**config.mk**
```make
export PLATFORM = sky130hd
export DESIGN_NAME = ccev_top
export DESIGN_NICKNAME = d
export VERILOG_FILES = /design/src/rtl/ccev_pkg.sv /design/src/rtl/ccev_signtab.sv /design/src/rtl/ccev_nz.sv /design/src/rtl/ccev_mul.sv /design/src/rtl/ccev_top.sv
export SDC_FILE = /design/constraint.sdc
export NUM_CORES = 1
export LEC_CHECK = 0
export BUFFER_PORTS_ARGS = -buffer_cell sky130_fd_sc_hd__buf_2
export CORE_AREA = 2 2 72 74
export DETAILED_ROUTE_END_ITERATION = 10
export DIE_AREA = 0 0 74 76
export PLACE_DENSITY = 0.83
export SLEW_MARGIN = 40
export SYNTH_ARGS = -nofsm -noshare
export SYNTH_HDL_FRONTEND = slang
export SYNTH_SLANG_ARGS = --single-unit
```
**constraint.sdc**
```tcl
create_clock -name clk -period 4.3 [get_ports clk]
set_clock_uncertainty 0.1 [all_clocks]
set_input_delay 0.43 -clock clk [delete_from_list [all_inputs] [get_ports clk]]
set_output_delay 0.43 -clock clk [all_outputs]
set_load 0.1 [all_outputs]
```
**src/rtl/ccev_pkg.sv**
```systemverilog
package ccev_pkg;

  typedef enum logic [3:0] {
    OP_ADD  = 4'd0,
    OP_ADDC = 4'd1,
    OP_SUB  = 4'd2,
    OP_CMP  = 4'd3,
    OP_MOVE = 4'd4,
    OP_AND  = 4'd5,
    OP_OR   = 4'd6,
    OP_XOR  = 4'd7,
    OP_ASR  = 4'd8,
    OP_LSR  = 4'd9,
    OP_LSL  = 4'd10,
    OP_MULS = 4'd11,
    OP_MULU = 4'd12,
    OP_MCP  = 4'd13,
    OP_LIVE = 4'd14,
    OP_RSV  = 4'd15
  } ccop_e;

  localparam logic [1:0] SZ_BYTE = 2'd0;
  localparam logic [1:0] SZ_HALF = 2'd1;

  typedef struct packed {
    logic n;
    logic z;
    logic v;
    logic c;
  } nzvc_t;

endpackage

```
**src/rtl/ccev_signtab.sv**
```systemverilog
module ccev_signtab
  import ccev_pkg::*;
#(
  parameter int DW = 32
) (
  input  logic [1:0]    size,
  input  logic          inv_src,
  input  logic [DW-1:0] src,
  input  logic [DW-1:0] dst,
  input  logic [DW-1:0] res,
  output nzvc_t         flags
);
  localparam int SBW = $clog2(DW);

  logic [DW-1:0]  s_eff;
  logic [SBW-1:0] sbit;
  logic [DW-1:0]  zmask;
  logic           sn, dn, rn, rz;

  always_comb begin
    s_eff = inv_src ? ~src : src;
    case (size)
      SZ_BYTE: begin sbit = SBW'(7);      zmask = DW'(8'hFF);     end
      SZ_HALF: begin sbit = SBW'(15);     zmask = DW'(16'hFFFF);  end
      default: begin sbit = SBW'(DW - 1); zmask = '1;             end
    endcase
    sn = s_eff[sbit];
    dn = dst[sbit];
    rn = res[sbit];
    rz = ((res & zmask) == '0);
    flags = '0;
    if (rn) begin
      flags.n = 1'b1;
      flags.v = !sn && !dn;
      flags.c = sn && dn;
    end else begin
      flags.z = rz;
      flags.v = sn && dn;
      flags.c = sn || dn;
    end
  end
endmodule

```
**src/rtl/ccev_nz.sv**
```systemverilog
module ccev_nz
  import ccev_pkg::*;
#(
  parameter int DW = 32
) (
  input  logic [1:0]    size,
  input  logic [DW-1:0] res,
  output nzvc_t         flags
);
  always_comb begin
    flags = '0;
    if (size == SZ_HALF) begin
      flags.n = res[15];
      flags.z = (res[15:0] == 16'h0);
    end else begin
      flags.n = res[DW-1];
      flags.z = (res == '0);
    end
  end
endmodule

```
**src/rtl/ccev_mul.sv**
```systemverilog
module ccev_mul
  import ccev_pkg::*;
#(
  parameter int DW = 32
) (
  input  logic          signed_mode,
  input  logic [DW-1:0] mof,
  input  logic [DW-1:0] res,
  output nzvc_t         flags
);
  logic [2*DW-1:0] prod;

  always_comb begin
    prod    = {mof, res};
    flags   = '0;
    flags.z = (prod == '0);
    flags.n = prod[2*DW-1];
    if (signed_mode)
      flags.v = res[DW-1] ? (mof != '1) : (mof != '0);
    else
      flags.v = (mof != '0);
  end
endmodule

```
**src/rtl/ccev_top.sv**
```systemverilog
module ccev_top
  import ccev_pkg::*;
#(
  parameter int DW    = 32,
  parameter int SW    = 16,
  parameter int C_POS = 0,
  parameter int V_POS = 1,
  parameter int Z_POS = 2,
  parameter int N_POS = 3,
  parameter int X_POS = 4,
  parameter int R_POS = 8
) (
  input  logic          clk,
  input  logic          rst,
  input  logic          in_valid,
  input  logic [3:0]    op,
  input  logic [1:0]    size,
  input  logic [DW-1:0] src,
  input  logic [DW-1:0] dst,
  input  logic [DW-1:0] res,
  input  logic [DW-1:0] mof,
  input  logic          x_in,
  input  logic [SW-1:0] wmask,
  input  logic [SW-1:0] cur_stat,
  output logic          out_valid,
  output logic [SW-1:0] stat_out
);
  localparam logic [SW-1:0] X_BIT = SW'(1) << X_POS;
  localparam logic [SW-1:0] Z_BIT = SW'(1) << Z_POS;

  ccop_e op_e;
  logic  is_sub, is_logic, is_mul, wide_logic;
  nzvc_t tab_f, nz_f, mul_f;
  logic  [SW-1:0] new_f, eff_mask, nxt_stat;

  assign op_e       = ccop_e'(op);
  assign is_sub     = (op_e == OP_SUB) || (op_e == OP_CMP);
  assign is_logic   = (op_e >= OP_MOVE) && (op_e <= OP_LSL);
  assign is_mul     = (op_e == OP_MULS) || (op_e == OP_MULU);
  assign wide_logic = is_logic && (size != SZ_BYTE);

  ccev_signtab #(.DW(DW)) u_tab (
    .size(size), .inv_src(is_sub), .src(src), .dst(dst), .res(res),
    .flags(tab_f)
  );

  ccev_nz #(.DW(DW)) u_nz (
    .size(size), .res(res), .flags(nz_f)
  );

  ccev_mul #(.DW(DW)) u_mul (
    .signed_mode(op_e == OP_MULS), .mof(mof), .res(res), .flags(mul_f)
  );

  always_comb begin
    nzvc_t sel;
    logic  carry_bit;
    new_f = '0;
    if (is_mul)          sel = mul_f;
    else if (wide_logic) sel = nz_f;
    else                 sel = tab_f;
    carry_bit = sel.c ^ is_sub;
    new_f[N_POS] = sel.n;
    new_f[Z_POS] = sel.z;
    new_f[V_POS] = sel.v;
    if (op_e == OP_MCP) new_f[R_POS] = sel.c;
    else                new_f[C_POS] = carry_bit;
  end

  always_comb begin
    eff_mask = wmask;
    if (x_in || op_e == OP_ADDC) eff_mask = wmask & ~Z_BIT;
    if (op_e == OP_LIVE) nxt_stat = cur_stat;
    else nxt_stat = (cur_stat & ~(eff_mask | X_BIT)) | (new_f & eff_mask);
  end

  always_ff @(posedge clk) begin
    if (rst) begin
      out_valid <= 1'b0;
      stat_out  <= '0;
    end else begin
      out_valid <= in_valid;
      if (in_valid) stat_out <= nxt_stat;
    end
  end


  live_pass_chk: assert property (@(posedge clk) disable iff (rst)
    (in_valid && op == OP_LIVE) |=> (stat_out == $past(cur_stat)));


  idle_hold_chk: assert property (@(posedge clk) disable iff (rst)
    !in_valid |=> $stable(stat_out));


  unmasked_keep_chk: assert property (@(posedge clk) disable iff (rst)
    in_valid |=> (((stat_out ^ $past(cur_stat)) & ~($past(wmask) | X_BIT)) == '0));


  x_clear_chk: assert property (@(posedge clk) disable iff (rst)
    (in_valid && op != OP_LIVE) |=> !stat_out[X_POS]);


  z_keep_chk: assert property (@(posedge clk) disable iff (rst)
    (in_valid && (x_in || op == OP_ADDC)) |=> (stat_out[Z_POS] == $past(cur_stat[Z_POS])));


  beat_out_chk: assert property (@(posedge clk) disable iff (rst)
    in_valid |=> out_valid);


  nz_excl_chk: assert property (@(posedge clk) disable iff (rst)
    (in_valid && op != OP_LIVE && !x_in && op != OP_ADDC && wmask[N_POS] && wmask[Z_POS])
      |=> !(stat_out[N_POS] && stat_out[Z_POS]));

endmodule

```
==> run summary <==
Syn Std Cell Area: 1241 µm²
Die Wd: 74 µm
Max-cap violations: 0
grt total ovfl: 0
Iteration-0 DRC Markers: 51
GRT Total Usage: 16.25%
Top delay family on crit path: simple AND/OR/NAND/NOR gates
Layout fillers: 532
Post CTS Setup Buffer Count: 0
LEAKAGE: 0.9487 nW
hold-fix buffers at CTS: 0
CP max stage cell: nand3b_1
gpl congestion: 0.8074
Layout Utilization: 39.99%
Remaining DRCs: 0
largest net degree at the start of global routing: 22
switching part of the total: 36.81%
Slowest Stage Delay on Critical Path: 0.52 ns
Ys Warns: 0
core area: 4912 µm²
Slew HR: 52.56%
Initial Utilization: 25.27%
period utilization: 46.59%
Final Hold Vio Count: 0
RSZ-0062 raised after global routing: false
power share of the clock group: 25.0%
Syn Inst Count: 173
DR top layer: met4
die height: 76 µm
Vias/cell: 4.847
#FFs+latches synth: 17
Crit path buffers/inverters: 1
P_sw: 0.1716 mW
Routed WL: 4522 µm
Worst-Skew Late Latency: 0.25 ns
status: complete, no violations
Port Buffers: 127
first-pass GRT wire length: 7458 µm
die area: 5624 µm²
syn_nets: 343
Internal Power: 0.2946 mW
Slew @ Worst Pin: 0.7094 ns
Synth Area in Simple Gates: 41.33%
Hold Path Class: input pin to register
crit path kind: input pin to register
CP Capture Type: register
Root Buffer: clkbuf_8
clock-pin slew on the worst setup and hold paths: 0.06 ns
met1 WL: 1885 µm
Setup violations, final: 0
CTS sink count: 17
synth-to-layout area growth: 58.27%
vias in the first global route: 1,758
Max Clock Freq: 0.4991 GHz
critical-path cell list: buf_2 -> and2_1 -> nand3b_1 -> nand4b_1 -> a211oi_1 -> nand3_1 -> a211oi_2
CTS tree: done
NumNets Final: 466
routed len/inst: 12.39 µm
commonest non-fill, non-tap cell in the layout: buf_2
Min Clock Period, post-route: 2.004 ns
Syn Area/Cell: 7.175 µm²
TNS Setup: 0 ns
Comb pwr share: 38.7%
share of layout cells above drive strength 1: 46.44%
WP data required: 4.38 ns
FP Rows: 26
Pwr Density: 237.3 nW/µm²
Synth Area in Adders: 0.9073%
maximum VDD drop: 0.08447 mV
Post-CTS Resized: 0
WL met2: 2257 µm
Startpoint Class: input pin
Vias: 1,769
CTS H-Tree Depth: 1
TritonCTS Buffers: 3
sequential area share after synthesis: 27.42%
most frequent cells in the layout: 127 x buf_2, 31 x nand2_1, 18 x nor4_1
multiplexer share of the synthesized area: 5.242%
Seq pwr share: 36.3%
synth unique cells: 39
Antenna Diode Count: 0
I/O Pins: 187
DRT antenna net count: 0
DPL Wire Length: 3818 µm
iteration count of the initial detailed-routing pass: 4
Compound-Gate Fraction of Synth Area: 20.06%
initial antenna violation count: 0
clk buf depth: 2
xor and xnor area share after synthesis: 0.7056%
Met3 Wirelength: 316 µm
data arrival time of the worst path: 2.08 ns
CP Max Fanout: 19
main combinational cell family by area after synthesis: simple AND/OR/NAND/NOR gates
Slew Limit Fails: 0
registers in the layout (all words and copies together), names as in the netlist:
name	flops
out_valid	1
stat_out	16
cell type report:
cell class	count	area [µm²]	area share [%]
inverters	2	7.507	0.3822
well taps	70	87.58	4.459
repair buffers	127	635.6	32.36
multi-input cells	145	847.1	43.12
clock buffers	3	41.29	2.102
clock inverters	1	5.005	0.2548
flip-flops and latches	17	340.3	17.32
worst reg2reg max path: stages, from the launching register on:
cell and delay, ns:
dfxtp_1 0.34, inv_1 0.04, o311ai_0 0.33, a211oi_1 0.09, a211oi_1 0.20
logic make-up (layout without fill, tap and decap cells):
| logic type | after synthesis | count (layout) |
|---|---|---|
| buffers and inverters | 11 | 133 |
| DFF | 17 | 17 |
| AOI/OAI and AO/OA | 39 | 39 |
| adders and majority gates | 1 | 1 |
| muxes | 6 | 6 |
| and+or+nand+nor | 98 | 98 |
| xor gates and xnor gates | 1 | 1 |
layer usage:
metal | track usage [%] | vias up
li1 | - | 901
met1 | 19.14 | 798
met2 | 29.11 | 62
met3 | 3.704 | 8
met4 | 3.818 | 0
met5 | 0 | -
per-stage QoR:
| step | power, mW | cells | hold WS, ns | area [µm²] | setup slack (ns) |
|---|---|---|---|---|---|
| after CTS | 0.4744 | 365 | 0.3379 | 1964 | 2.261 |
| after global routing | 0.4936 | 365 | 0.3530 | 1964 | 2.076 |
| after detailed placement | 0.3537 | 361 | 0.3486 | 1918 | 1.979 |
| after floorplan | 0.2824 | 173 | 0.4976 | 1241 | 2.528 |
| after global placement | 0.3499 | 361 | 0.3463 | 1918 | 2.004 |
| final | 0.4662 | 365 | 0.3481 | 1964 | 2.296 |
cell usage after synthesis (all sizes together):
master	count	area (µm²)
a31oi	1	6.260
nand3b	1	7.510
nand4	13	81.33
nand2	31	116.4
xnor2	1	8.760
nor2	8	30.03
o32ai	1	8.760
a21oi	17	85.08
mux2	1	15.01
nor3	2	10.01
a21boi	2	15.01
maj3	1	11.26
clkbuf	7	30.03
mux2i	5	50.05
o21ai	7	42.54
nor4	18	112.6
inv	2	7.510
o32a	1	10.01
o21a	1	7.510
nand4b	1	8.760
and3	2	12.51
nand3	12	60.06
buf	2	16.26
and2	3	18.77
o22ai	1	6.260
a21o	1	7.510
a41oi	1	8.760
o311ai	1	8.760
and2b	2	15.01
dfxtp	17	340.3
and3b	1	8.760
nor3b	1	12.51
a211oi	5	42.54
nor2b	3	18.77
power groups by stage:
stage | Sequential, mW | Combinational [mW] | Clock (mW)
finish | 0.169 | 0.180 | 0.117
global placement | 0.172 | 0.177 | 0
CTS | 0.169 | 0.182 | 0.124
floorplan | 0.230 | 0.0525 | 0
global route | 0.170 | 0.196 | 0.127
detailed placement | 0.173 | 0.181 | 0
path summary, 6_finish.rpt:
kind	slack, ns	endpoint	cells after the start	start
worst max-delay path	2.30	stat_out[2]	7	op[2]
worst min-delay path	0.35	stat_out[12]	3	cur_stat[12]
worst max register to register	3.11	stat_out[1]	4	stat_out[1]
worst min register to register	0.36	stat_out[6]	2	stat_out[6]
Power figures use the tool's default switching activity.
